$ cat src/rtl/fpcsr_pkg.sv
package fpcsr_pkg;

  localparam int WORD_W  = 32;
  localparam int INDEX_W = 5;

  // field geometry; alias views decode these positions
  localparam int RM_LSB      = 0;
  localparam int RM_W        = 2;
  localparam int EXC_W       = 5;
  localparam int CAUSE_W     = EXC_W + 1;
  localparam int FLAG_LSB    = 2;
  localparam int ENA_LSB     = 7;
  localparam int CAUSE_LSB   = 12;
  localparam int RSV_LSB     = CAUSE_LSB + CAUSE_W;
  localparam int CC0_BIT     = 23;
  localparam int RSV_W       = CC0_BIT - RSV_LSB;
  localparam int FTZ_BIT     = 24;
  localparam int CCHI_LSB    = 25;
  localparam int CCHI_W      = WORD_W - CCHI_LSB;
  localparam int CC_VIEW_W   = CCHI_W + 1;
  localparam int ENA_FTZ_ALT = 2;

  // bit order inside the flag / enable / cause fields
  localparam int CB_INEXACT  = 0;
  localparam int CB_UNDER    = 1;
  localparam int CB_OVER     = 2;
  localparam int CB_DIVZ     = 3;
  localparam int CB_INVALID  = 4;
  localparam int CB_UNIMPL   = 5;

  localparam logic [WORD_W-1:0] RM_MASK    = WORD_W'(((1 << RM_W) - 1) << RM_LSB);
  localparam logic [WORD_W-1:0] FLAG_MASK  = WORD_W'(((1 << EXC_W) - 1) << FLAG_LSB);
  localparam logic [WORD_W-1:0] ENA_MASK   = WORD_W'(((1 << EXC_W) - 1) << ENA_LSB);
  localparam logic [WORD_W-1:0] CAUSE_MASK = WORD_W'(((1 << CAUSE_W) - 1) << CAUSE_LSB);
  localparam logic [WORD_W-1:0] RSV_MASK   = WORD_W'(((1 << RSV_W) - 1) << RSV_LSB);
  localparam logic [WORD_W-1:0] FTZ_MASK   = WORD_W'(1) << FTZ_BIT;
  localparam logic [WORD_W-1:0] CC_MASK    = (WORD_W'(1) << CC0_BIT)
                                           | WORD_W'(((64'd1 << CCHI_W) - 1) << CCHI_LSB);
  localparam logic [WORD_W-1:0] EXC_VIEW_MASK = CAUSE_MASK | FLAG_MASK;
  localparam logic [WORD_W-1:0] ENA_VIEW_MASK = ENA_MASK | RM_MASK;
  localparam logic [WORD_W-1:0] ENA_KEEP_MASK = CC_MASK | CAUSE_MASK | FLAG_MASK;

  localparam logic [INDEX_W-1:0] IDX_ID   = 5'h00;
  localparam logic [INDEX_W-1:0] IDX_CC   = 5'h19;
  localparam logic [INDEX_W-1:0] IDX_EXC  = 5'h1A;
  localparam logic [INDEX_W-1:0] IDX_ENA  = 5'h1C;
  localparam logic [INDEX_W-1:0] IDX_FULL = 5'h1F;

  typedef enum logic [2:0] {
    VIEW_NONE,
    VIEW_ID,
    VIEW_CC,
    VIEW_EXC,
    VIEW_ENA,
    VIEW_FULL
  } viewSel_t;

  typedef struct packed {
    logic     wrCc;
    logic     wrExc;
    logic     wrEna;
    logic     wrFull;
    viewSel_t rdView;
  } ctrlStrobes_t;

endpackage

$ cat src/rtl/fpcsr_ctrl.sv
module fpcsr_ctrl
  import fpcsr_pkg::*;
(
  input  logic [INDEX_W-1:0] index,
  input  logic               writeEn,
  output ctrlStrobes_t       strobes
);

  always_comb begin
    strobes.wrCc   = 1'b0;
    strobes.wrExc  = 1'b0;
    strobes.wrEna  = 1'b0;
    strobes.wrFull = 1'b0;
    strobes.rdView = VIEW_NONE;
    unique case (index)
      IDX_ID:   strobes.rdView = VIEW_ID;
      IDX_CC: begin
        strobes.rdView = VIEW_CC;
        strobes.wrCc   = writeEn;
      end
      IDX_EXC: begin
        strobes.rdView = VIEW_EXC;
        strobes.wrExc  = writeEn;
      end
      IDX_ENA: begin
        strobes.rdView = VIEW_ENA;
        strobes.wrEna  = writeEn;
      end
      IDX_FULL: begin
        strobes.rdView = VIEW_FULL;
        strobes.wrFull = writeEn;
      end
      default: strobes.rdView = VIEW_NONE;
    endcase
  end

endmodule

$ cat src/rtl/fpcsr_cause_map.sv
module fpcsr_cause_map
  import fpcsr_pkg::*;
#(
  parameter int NUM_INVALID = 8,
  localparam int STAT_W     = NUM_INVALID + 5
) (
  input  logic [STAT_W-1:0]  opStatus,
  output logic [CAUSE_W-1:0] newCause
);

  localparam int ST_DIVZ   = NUM_INVALID;
  localparam int ST_OVER   = NUM_INVALID + 1;
  localparam int ST_UNDER  = NUM_INVALID + 2;
  localparam int ST_INEX   = NUM_INVALID + 3;
  localparam int ST_UNIMPL = NUM_INVALID + 4;

  always_comb begin
    newCause             = '0;
    newCause[CB_INVALID] = |opStatus[NUM_INVALID-1:0];
    newCause[CB_DIVZ]    = opStatus[ST_DIVZ];
    newCause[CB_OVER]    = opStatus[ST_OVER];
    newCause[CB_UNDER]   = opStatus[ST_UNDER];
    newCause[CB_INEXACT] = opStatus[ST_INEX];
    newCause[CB_UNIMPL]  = opStatus[ST_UNIMPL];
  end

endmodule

$ cat src/rtl/fpcsr_datapath.sv
module fpcsr_datapath
  import fpcsr_pkg::*;
#(
  parameter logic [WORD_W-1:0] IMPL_REV = 32'h0000_A512
) (
  input  logic               clk,
  input  logic               rst_n,
  input  ctrlStrobes_t       strobes,
  input  logic [WORD_W-1:0]  writeData,
  input  logic               opDone,
  input  logic [CAUSE_W-1:0] newCause,
  output logic [WORD_W-1:0]  csrWord,
  output logic [WORD_W-1:0]  readData,
  output logic               trapReq
);

  logic [WORD_W-1:0] afterSw;
  logic [WORD_W-1:0] nextWord;
  logic [EXC_W-1:0]  flagsNext;
  logic              trapNext;

  // software view writes, applied before the operation update
  always_comb begin
    afterSw = csrWord;
    if (strobes.wrCc) begin
      afterSw[CC0_BIT]                = writeData[0];
      afterSw[CCHI_LSB +: CCHI_W]     = writeData[CC_VIEW_W-1:1];
    end
    if (strobes.wrExc) begin
      afterSw = (afterSw & ~EXC_VIEW_MASK) | (writeData & EXC_VIEW_MASK);
    end
    if (strobes.wrEna) begin
      afterSw          = (afterSw & ENA_KEEP_MASK) | (writeData & ENA_VIEW_MASK);
      afterSw[FTZ_BIT] = writeData[ENA_FTZ_ALT] | writeData[FTZ_BIT];
    end
    if (strobes.wrFull) begin
      afterSw = writeData & ~RSV_MASK;
    end
  end

  // sticky flags accumulate cause bits other than unimplemented
  for (genvar k = 0; k < EXC_W; k++) begin : g_sticky
    assign flagsNext[k] = afterSw[FLAG_LSB + k] | (opDone & newCause[k]);
  end

  always_comb begin
    nextWord = afterSw;
    if (opDone) begin
      nextWord[CAUSE_LSB +: CAUSE_W] = newCause;
    end
    nextWord[FLAG_LSB +: EXC_W] = flagsNext;
    nextWord = nextWord & ~RSV_MASK;
  end

  assign trapNext = opDone
                  & ((|(newCause[EXC_W-1:0] & afterSw[ENA_LSB +: EXC_W]))
                     | newCause[CB_UNIMPL]);

  always_ff @(posedge clk) begin
    if (!rst_n) begin
      csrWord <= '0;
      trapReq <= 1'b0;
    end else begin
      csrWord <= nextWord;
      trapReq <= trapNext;
    end
  end

  // read views
  always_comb begin
    readData = '0;
    unique case (strobes.rdView)
      VIEW_ID:   readData = IMPL_REV;
      VIEW_CC:   readData = WORD_W'({csrWord[CCHI_LSB +: CCHI_W], csrWord[CC0_BIT]});
      VIEW_EXC:  readData = csrWord & EXC_VIEW_MASK;
      VIEW_ENA:  readData = (csrWord & ENA_VIEW_MASK)
                          | (WORD_W'(csrWord[FTZ_BIT]) << ENA_FTZ_ALT);
      VIEW_FULL: readData = csrWord & ~RSV_MASK;
      default:   readData = '0;
    endcase
  end

endmodule

$ cat src/rtl/fp_ctrl_reg_unit.sv
module fp_ctrl_reg_unit
  import fpcsr_pkg::*;
#(
  parameter int                NUM_INVALID = 8,
  parameter logic [WORD_W-1:0] IMPL_REV    = 32'h0000_A512,
  localparam int               STAT_W      = NUM_INVALID + 5
) (
  input  logic               clk,
  input  logic               rst_n,
  input  logic [INDEX_W-1:0] index,
  input  logic [WORD_W-1:0]  writeData,
  input  logic               writeEn,
  output logic [WORD_W-1:0]  readData,
  input  logic               opDone,
  input  logic [STAT_W-1:0]  opStatus,
  output logic               trapReq,
  output logic [RM_W-1:0]    roundMode,
  output logic               flushZero
);

  ctrlStrobes_t       strobes;
  logic [CAUSE_W-1:0] newCause;
  logic [WORD_W-1:0]  csrWord;

  fpcsr_ctrl ctrl_i (
    .index   (index),
    .writeEn (writeEn),
    .strobes (strobes)
  );

  fpcsr_cause_map #(.NUM_INVALID(NUM_INVALID)) cmap_i (
    .opStatus (opStatus),
    .newCause (newCause)
  );

  fpcsr_datapath #(.IMPL_REV(IMPL_REV)) dp_i (
    .clk       (clk),
    .rst_n     (rst_n),
    .strobes   (strobes),
    .writeData (writeData),
    .opDone    (opDone),
    .newCause  (newCause),
    .csrWord   (csrWord),
    .readData  (readData),
    .trapReq   (trapReq)
  );

  assign roundMode = csrWord[RM_LSB +: RM_W];
  assign flushZero = csrWord[FTZ_BIT];

endmodule

$ cat config.mk
export PLATFORM = sky130hd
export DESIGN_NAME = fp_ctrl_reg_unit
export DESIGN_NICKNAME = d
export VERILOG_FILES = /design/src/rtl/fpcsr_pkg.sv /design/src/rtl/fpcsr_ctrl.sv /design/src/rtl/fpcsr_cause_map.sv /design/src/rtl/fpcsr_datapath.sv /design/src/rtl/fp_ctrl_reg_unit.sv
export SDC_FILE = /design/constraint.sdc
export NUM_CORES = 1
export LEC_CHECK = 0
export BUFFER_PORTS_ARGS = -buffer_cell sky130_fd_sc_hd__buf_4
export CORE_MARGIN = 1.5
export CORE_UTILIZATION = 44
export CTS_BUF_LIST = sky130_fd_sc_hd__clkbuf_16
export CTS_CLUSTER_DIAMETER = 200
export DETAILED_ROUTE_END_ITERATION = 8
export PLACE_DENSITY = 0.83
export SLEW_MARGIN = 0
export SYNTH_ARGS = -nofsm -noshare
export SYNTH_HDL_FRONTEND = slang
export SYNTH_SLANG_ARGS = --single-unit
$ cat constraint.sdc
create_clock -name clk -period 1.6 [get_ports clk]
set_input_delay 0.08 -clock clk [delete_from_list [all_inputs] [get_ports clk]]
set_output_delay 0.08 -clock clk [all_outputs]
set_load 0.005 [all_outputs]
==> summary.md, run 1 <==
| Metric | Value |
|---|---|
| Req. time, crit path | `1.52 ns` |
| CTS tree | `done` |
| Drt drc | `0` |
| Die X | `63.6 um` |
| Startpoint types | `input port` |
| Clock latency on the worst-skew pair | `0.26 ns` |
| Layout cells sized above 1 | `40.3%` |
| Yosys cell types | `38` |
| Post-Synthesis Cell Area | `1620 um2` |
| # rows | `21` |
| Core Box Area | `3440 um2` |
| Crit path cell chain | `buf_4, and3_1, nor2b_1, buf_4, nand2_1, o21ai_0, buf_4` |
| Hold WC Path Type | `in -> reg` |
| Worst-path clk slew | `0.06 ns` |
| Setup_tns | `0 ns` |
| Ant diodes | `0` |
| CP max stage cell | `and3_1` |
| Critical path's most frequent cell | `buf_4` |
| Total gr overflow | `0` |
| GRT Overall Usage | `22.1%` |
| Max_cap viols | `0` |
| Setup repair bufs after CTS | `0` |
| CP Class | `in -> out` |
| Vias | `1,604` |
| Synth Register Bits | `28` |
| Cell Pwr Density | `675 nW/um2` |
| Slew Limit Fails | `0` |
| Vias in the first global route | `1,599` |
| Outcome | `complete, no violations` |
| Min Tclk post-route | `1.33 ns` |
| Max H-tree Level | `1` |
| Number of I/O pins | `90` |
| Final GP Congestion | `0.807` |
| Vias/cell | `5.36` |
| Root Buffer | `clkbuf_16` |
| Initial antenna violation count | `0` |
| Yosys warns | `0` |
| Final period util | `82.8%` |
| CTS buffer count | `3` |
| Max Freq | `755 MHz` |
| DIE AREA | `4050 um2` |
| Die height | `63.6 um` |
| Top delay family on crit path | `simple AND/OR/NAND/NOR gates` |
| Setup violators final | `0` |
| Post-route ant nets | `0` |
| Mapped Cells | `178` |
| Layout area overhead | `42.6%` |
| First-pass GRT wire length | `7120 um` |
| Final hold slack | `0.0803 ns` |
| Iter 0 DRT Violations | `102` |
| Power after layout | `1560 uW` |
| Mean routed wirelength per cell | `14.3 um` |
| Hold_buf cts | `0` |
| Endpoint class of the critical path | `output pin` |
| CP peak stage delay | `0.26 ns` |
| Largest net degree at the start of global routing | `29` |
| Nets | `309` |
| 1st-pass router iterations | `4` |
| Buffers & Inverters on Critical Path | `3` |
| I/O Buffers | `79` |
| P_leak | `0.00121 uW` |
| Arrival time at the worst endpoint | `1.25 ns` |
| Initial Util | `47.0%` |
| Design area | `2300 um2` |
| Final hold violations | `0` |
| CP max FO | `5` |
| Clk buf depth | `2` |
| DP Wirelength | `3340 um` |
| Count of cells resized by post-cts repair | `0` |
| VDD IR max | `511 uV` |
| DP Area | `2230 um2` |
| WL final | `4270 um` |
| Sequential element share of the synthesized area | `34.7%` |
| Clock skew | `0.00154 ns` |
| Unrepaired setup endpoints after global routing | `false` |
| Mean Syn Cell Area | `9.08 um2` |
| Sinks on Clock Net | `28` |
## stage by stage
step	utilization (%)	cells	setup WS (ns)
floorplan	-	182	0.274
global placement	64.8	296	0.202
detailed placement	64.8	296	0.168
CTS	67.0	299	0.267
global route	67.0	299	0.156
finish	67.0	299	0.275
## placed cells by master, fill, tap and decap left out
master     synthesis  layout
xor2_1             2       2
nand3_1            4       4
nand2b_1           4       4
o211a_1            6       6
a21boi_2           1       1
a22o_1             5       5
a31oi_1            2       2
mux2_4             5       5
nor4b_1            1       1
and4_1             1       1
a21boi_0           8       8
mux2i_1            8       8
mux2_2             3       3
a221o_1            2       2
nand4_1            1       1
conb_1             1       5
clkbuf_16          0       3
o21ai_0           10      10
inv_1              2       2
o22a_1             1       1
or4_1              2       2
a21oi_1            9       9
nand2_1           11      11
nor2_1             2       2
buf_4              7      87
nand3b_4           1       1
and3_1             2       2
a22oi_1            1       1
o311a_1            1       1
and2_1            17      17
nand2_2            1       1
dfxtp_1           28      28
nor2_4             1       1
o22ai_1            7       7
a21o_1             4       4
nor2b_1            4       4
a2bb2oi_1          1       1
## sequential cells by signal, indices dropped and copies added (netlist names)
register and flops:
dp_i.trapReq 1, dp_i.csrWord 27
## cell usage after synthesis, drive strengths merged
| cell | number | area [um2] |
|---|---|---|
| dfxtp | 28 | 561 |
| clkbuf | 10 | 37.5 |
| a21boi | 9 | 71.3 |
| inv | 2 | 7.51 |
| a2bb2oi | 1 | 8.76 |
| nand2 | 12 | 47.6 |
| conb | 1 | 3.75 |
| o22a | 1 | 8.76 |
| nand3 | 4 | 20.0 |
| mux2i | 8 | 80.1 |
| or4 | 2 | 15.0 |
| and4 | 1 | 8.76 |
| and2 | 17 | 106 |
| buf | 9 | 75.1 |
| a21oi | 9 | 45.0 |
| a221o | 2 | 20.0 |
| a22oi | 1 | 7.51 |
| nand3b | 1 | 20.0 |
| nand4 | 1 | 6.26 |
| o22ai | 7 | 43.8 |
| nor2b | 4 | 25.0 |
| mux2 | 8 | 109 |
| nand2b | 4 | 25.0 |
| xor2 | 2 | 17.5 |
| o21ai | 10 | 50.1 |
| o211a | 6 | 60.1 |
| nor4b | 1 | 8.76 |
| nor2 | 3 | 18.8 |
| a31oi | 2 | 12.5 |
| a21o | 4 | 30.0 |
| a22o | 5 | 43.8 |
| o311a | 1 | 10.0 |
| and3 | 2 | 12.5 |
## worst paths after layout
path | start | end | slack (ns) | cells after the start
max | index[4] | readData[2] | 0.27 | 7
min | opStatus[12] | dp_i.trapReq | 0.08 | 3
max reg2reg | dp_i.csrWord[8] | dp_i.trapReq | 0.63 | 3
min reg2reg | dp_i.csrWord[1] | dp_i.csrWord[1] | 0.48 | 2
## power breakdown
part	total, uW	switching (uW)	internal, uW
sequential	741	14.8	727
combinational	260	107	154
clock	554	223	331
## cell type report
class | instances | area, um2
Clock buffer | 3 | 75.1
Fill cell | 289 | 1140
Inverter | 2 | 7.51
Multi-Input combinational cell | 133 | 951
Sequential cell | 28 | 561
Tap cell | 46 | 57.6
Timing Repair Buffer | 87 | 653
## layer usage
metal / global-route usage, % / up-vias / share of wire [%]
li1: - / 787 / -
met2: 39.1 / 70 / 50
met4: 5.71 / 0 / 0.37
met3: 2.68 / 2 / 6.5
met5: 0 / - / 0
met1: 28.4 / 745 / 43
## cells by family after synthesis
group	synth area share, %
compound gates	25.5
other cells	0.232
buf+inv	7.43
mux	11.7
xor+xnor	1.08
flops	34.7
simple gates	19.4
## worst min-delay path: stages
cell,delay [ns]
buf_4,0.08
a21oi_1,0.03
a31oi_1,0.11
No activity file was read; power rests on OpenSTA's default activity.
==> run 2, diff against run 1 <==
Settings changed: CORE_UTILIZATION 44 to 40, PLACE_DENSITY 0.83 to 0.79.
Clock period 1.6 ns to 1.2 ns, I/O delays scaled along.
==> run 2 against run 1 <==
- power grew 35%
- clock skew barely moved
- setup slack worse by 0.25 ns
- register-to-register slack worse by 0.39 ns
- die area grew 9.5%
- routed wire length grew 8.1%
- critical endpoint is now readData[4]
- largest cell class unchanged
- highest routed layer unchanged
==> summary.md, run 2 (synthesized netlist as in run 1, its figures left out) <==
| Metric | Value |
|---|---|
| Max_cap viols | `0` |
| DIE AREA | `4430 um2` |
| CTS buffer count | `3` |
| Final period util | `98.1%` |
| CP Class | `in -> out` |
| WL final | `4620 um` |
| 1st-pass router iterations | `4` |
| Clock latency on the worst-skew pair | `0.26 ns` |
| Clk buf depth | `2` |
| Vias | `1,653` |
| Root Buffer | `clkbuf_16` |
| Drt drc | `0` |
| GRT Overall Usage | `21.9%` |
| Largest register FFs | `27` |
| Post-route ant nets | `0` |
| Setup violators final | `0` |
| Arrival time at the worst endpoint | `1.12 ns` |
| Max H-tree Level | `1` |
| Final GP Congestion | `0.789` |
| Die X | `66.6 um` |
| Min Tclk post-route | `1.18 ns` |
| Hold_buf cts | `0` |
| Req. time, crit path | `1.14 ns` |
| Final core occ | `64.0%` |
| Iter 0 DRT Violations | `85` |
| Layout area overhead | `49.4%` |
| Core Box Area | `3770 um2` |
| DP Area | `2310 um2` |
| Nets | `318` |
| First-pass GRT wire length | `7440 um` |
| Clock skew | `0.00141 ns` |
| Layout cells sized above 1 | `45.0%` |
| Setup repair bufs after CTS | `0` |
| Number of I/O pins | `90` |
| Largest registers | `dp_i.csrWord x27, dp_i.trapReq x1` |
| Initial antenna violation count | `0` |
| Design area | `2410 um2` |
| Final hold violations | `0` |
| Largest reg by FF count | `dp_i.csrWord` |
| Endpoint class of the critical path | `output pin` |
| CTS tree | `done` |
| Unrepaired setup endpoints after global routing | `true` |
| VDD IR max | `894 uV` |
| Slew Limit Fails | `0` |
| Hold WC Path Type | `in -> reg` |
| Worst-path clk slew | `0.06 ns` |
| Initial Util | `42.9%` |
| Vias/cell | `5.33` |
| Die height | `66.6 um` |
| Ant diodes | `0` |
| Commonest non-fill, non-tap cells in the layout | `buf_4, dfxtp_1, and2_1` |
| Max Freq | `850 MHz` |
| CP max FO | `12` |
| Power after layout | `2110 uW` |
| Outcome | `complete, no violations` |
| DP Wirelength | `3510 um` |
| Largest net degree at the start of global routing | `29` |
| Vias in the first global route | `1,589` |
| I/O Buffers | `79` |
| Mean routed wirelength per cell | `14.9 um` |
| Sinks on Clock Net | `28` |
| Startpoint types | `input port` |
| Final hold slack | `0.0576 ns` |
| Commonest non-fill, non-tap cell in the layout | `buf_4` |
| # rows | `22` |
| Total gr overflow | `0` |
| Setup_tns | `0 ns` |
| Cell Pwr Density | `872 nW/um2` |
| P_leak | `0.00126 uW` |
[run 2: path summary, 6_finish.rpt]
check / from / to / slack, ns / depth (start not counted)
setup / recovery: index[2] / readData[4] / 0.02 / 6
hold / removal: writeData[24] / dp_i.csrWord[24] / 0.06 / 2
setup reg to reg: dp_i.csrWord[8] / dp_i.trapReq / 0.24 / 3
hold reg to reg: dp_i.csrWord[0] / dp_i.csrWord[0] / 0.49 / 2
[run 2: layout make-up]
class / instances / area [um2]
Clock buffer: 3 / 75.1
Fill cell: 335 / 1360
Inverter: 2 / 7.51
Multi-Input combinational cell: 133 / 987
Sequential cell: 28 / 561
Tap cell: 48 / 60.1
Timing Repair Buffer: 96 / 724
[run 2: per-layer routing]
| metal | vias up | global-route usage (%) | routed length [um] |
|---|---|---|---|
| met1 | 780 | 29.4 | 2040 |
| met3 | 2 | 3.89 | 315 |
| met2 | 68 | 37.4 | 2250 |
| met4 | 0 | 3.06 | 12 |
| li1 | 803 | - | - |
| met5 | - | 0 | 0 |
[run 2: what timing repair did]
item,CTS,global route
endpoints found under the hold margin,0,0
endpoints found under the setup margin,1,12
cloned,0,0
resized for setup,1,7
[run 2: critical path, stage by stage]
cell	delay (ns)
buf_4	0.13
xor2_2	0.20
nor2_4	0.05
buf_4	0.17
a221o_1	0.36
buf_4	0.14
[run 2: through the flow]
step	std cells	setup WS (ns)
6_report	310	0.0233
3_5_place_dp	307	-0.160
3_3_place_gp	307	-0.114
2_1_floorplan	182	-0.0417
5_1_grt	310	-0.0214
4_1_cts	310	0.00983
[run 2: power by group]
part | internal [uW] | leakage, uW | switching [uW]
registers | 969 | 0.000229 | 19.5
clock network | 442 | 0.0000370 | 297
logic | 223 | 0.000991 | 155
total | 1630 | 0.00126 | 472
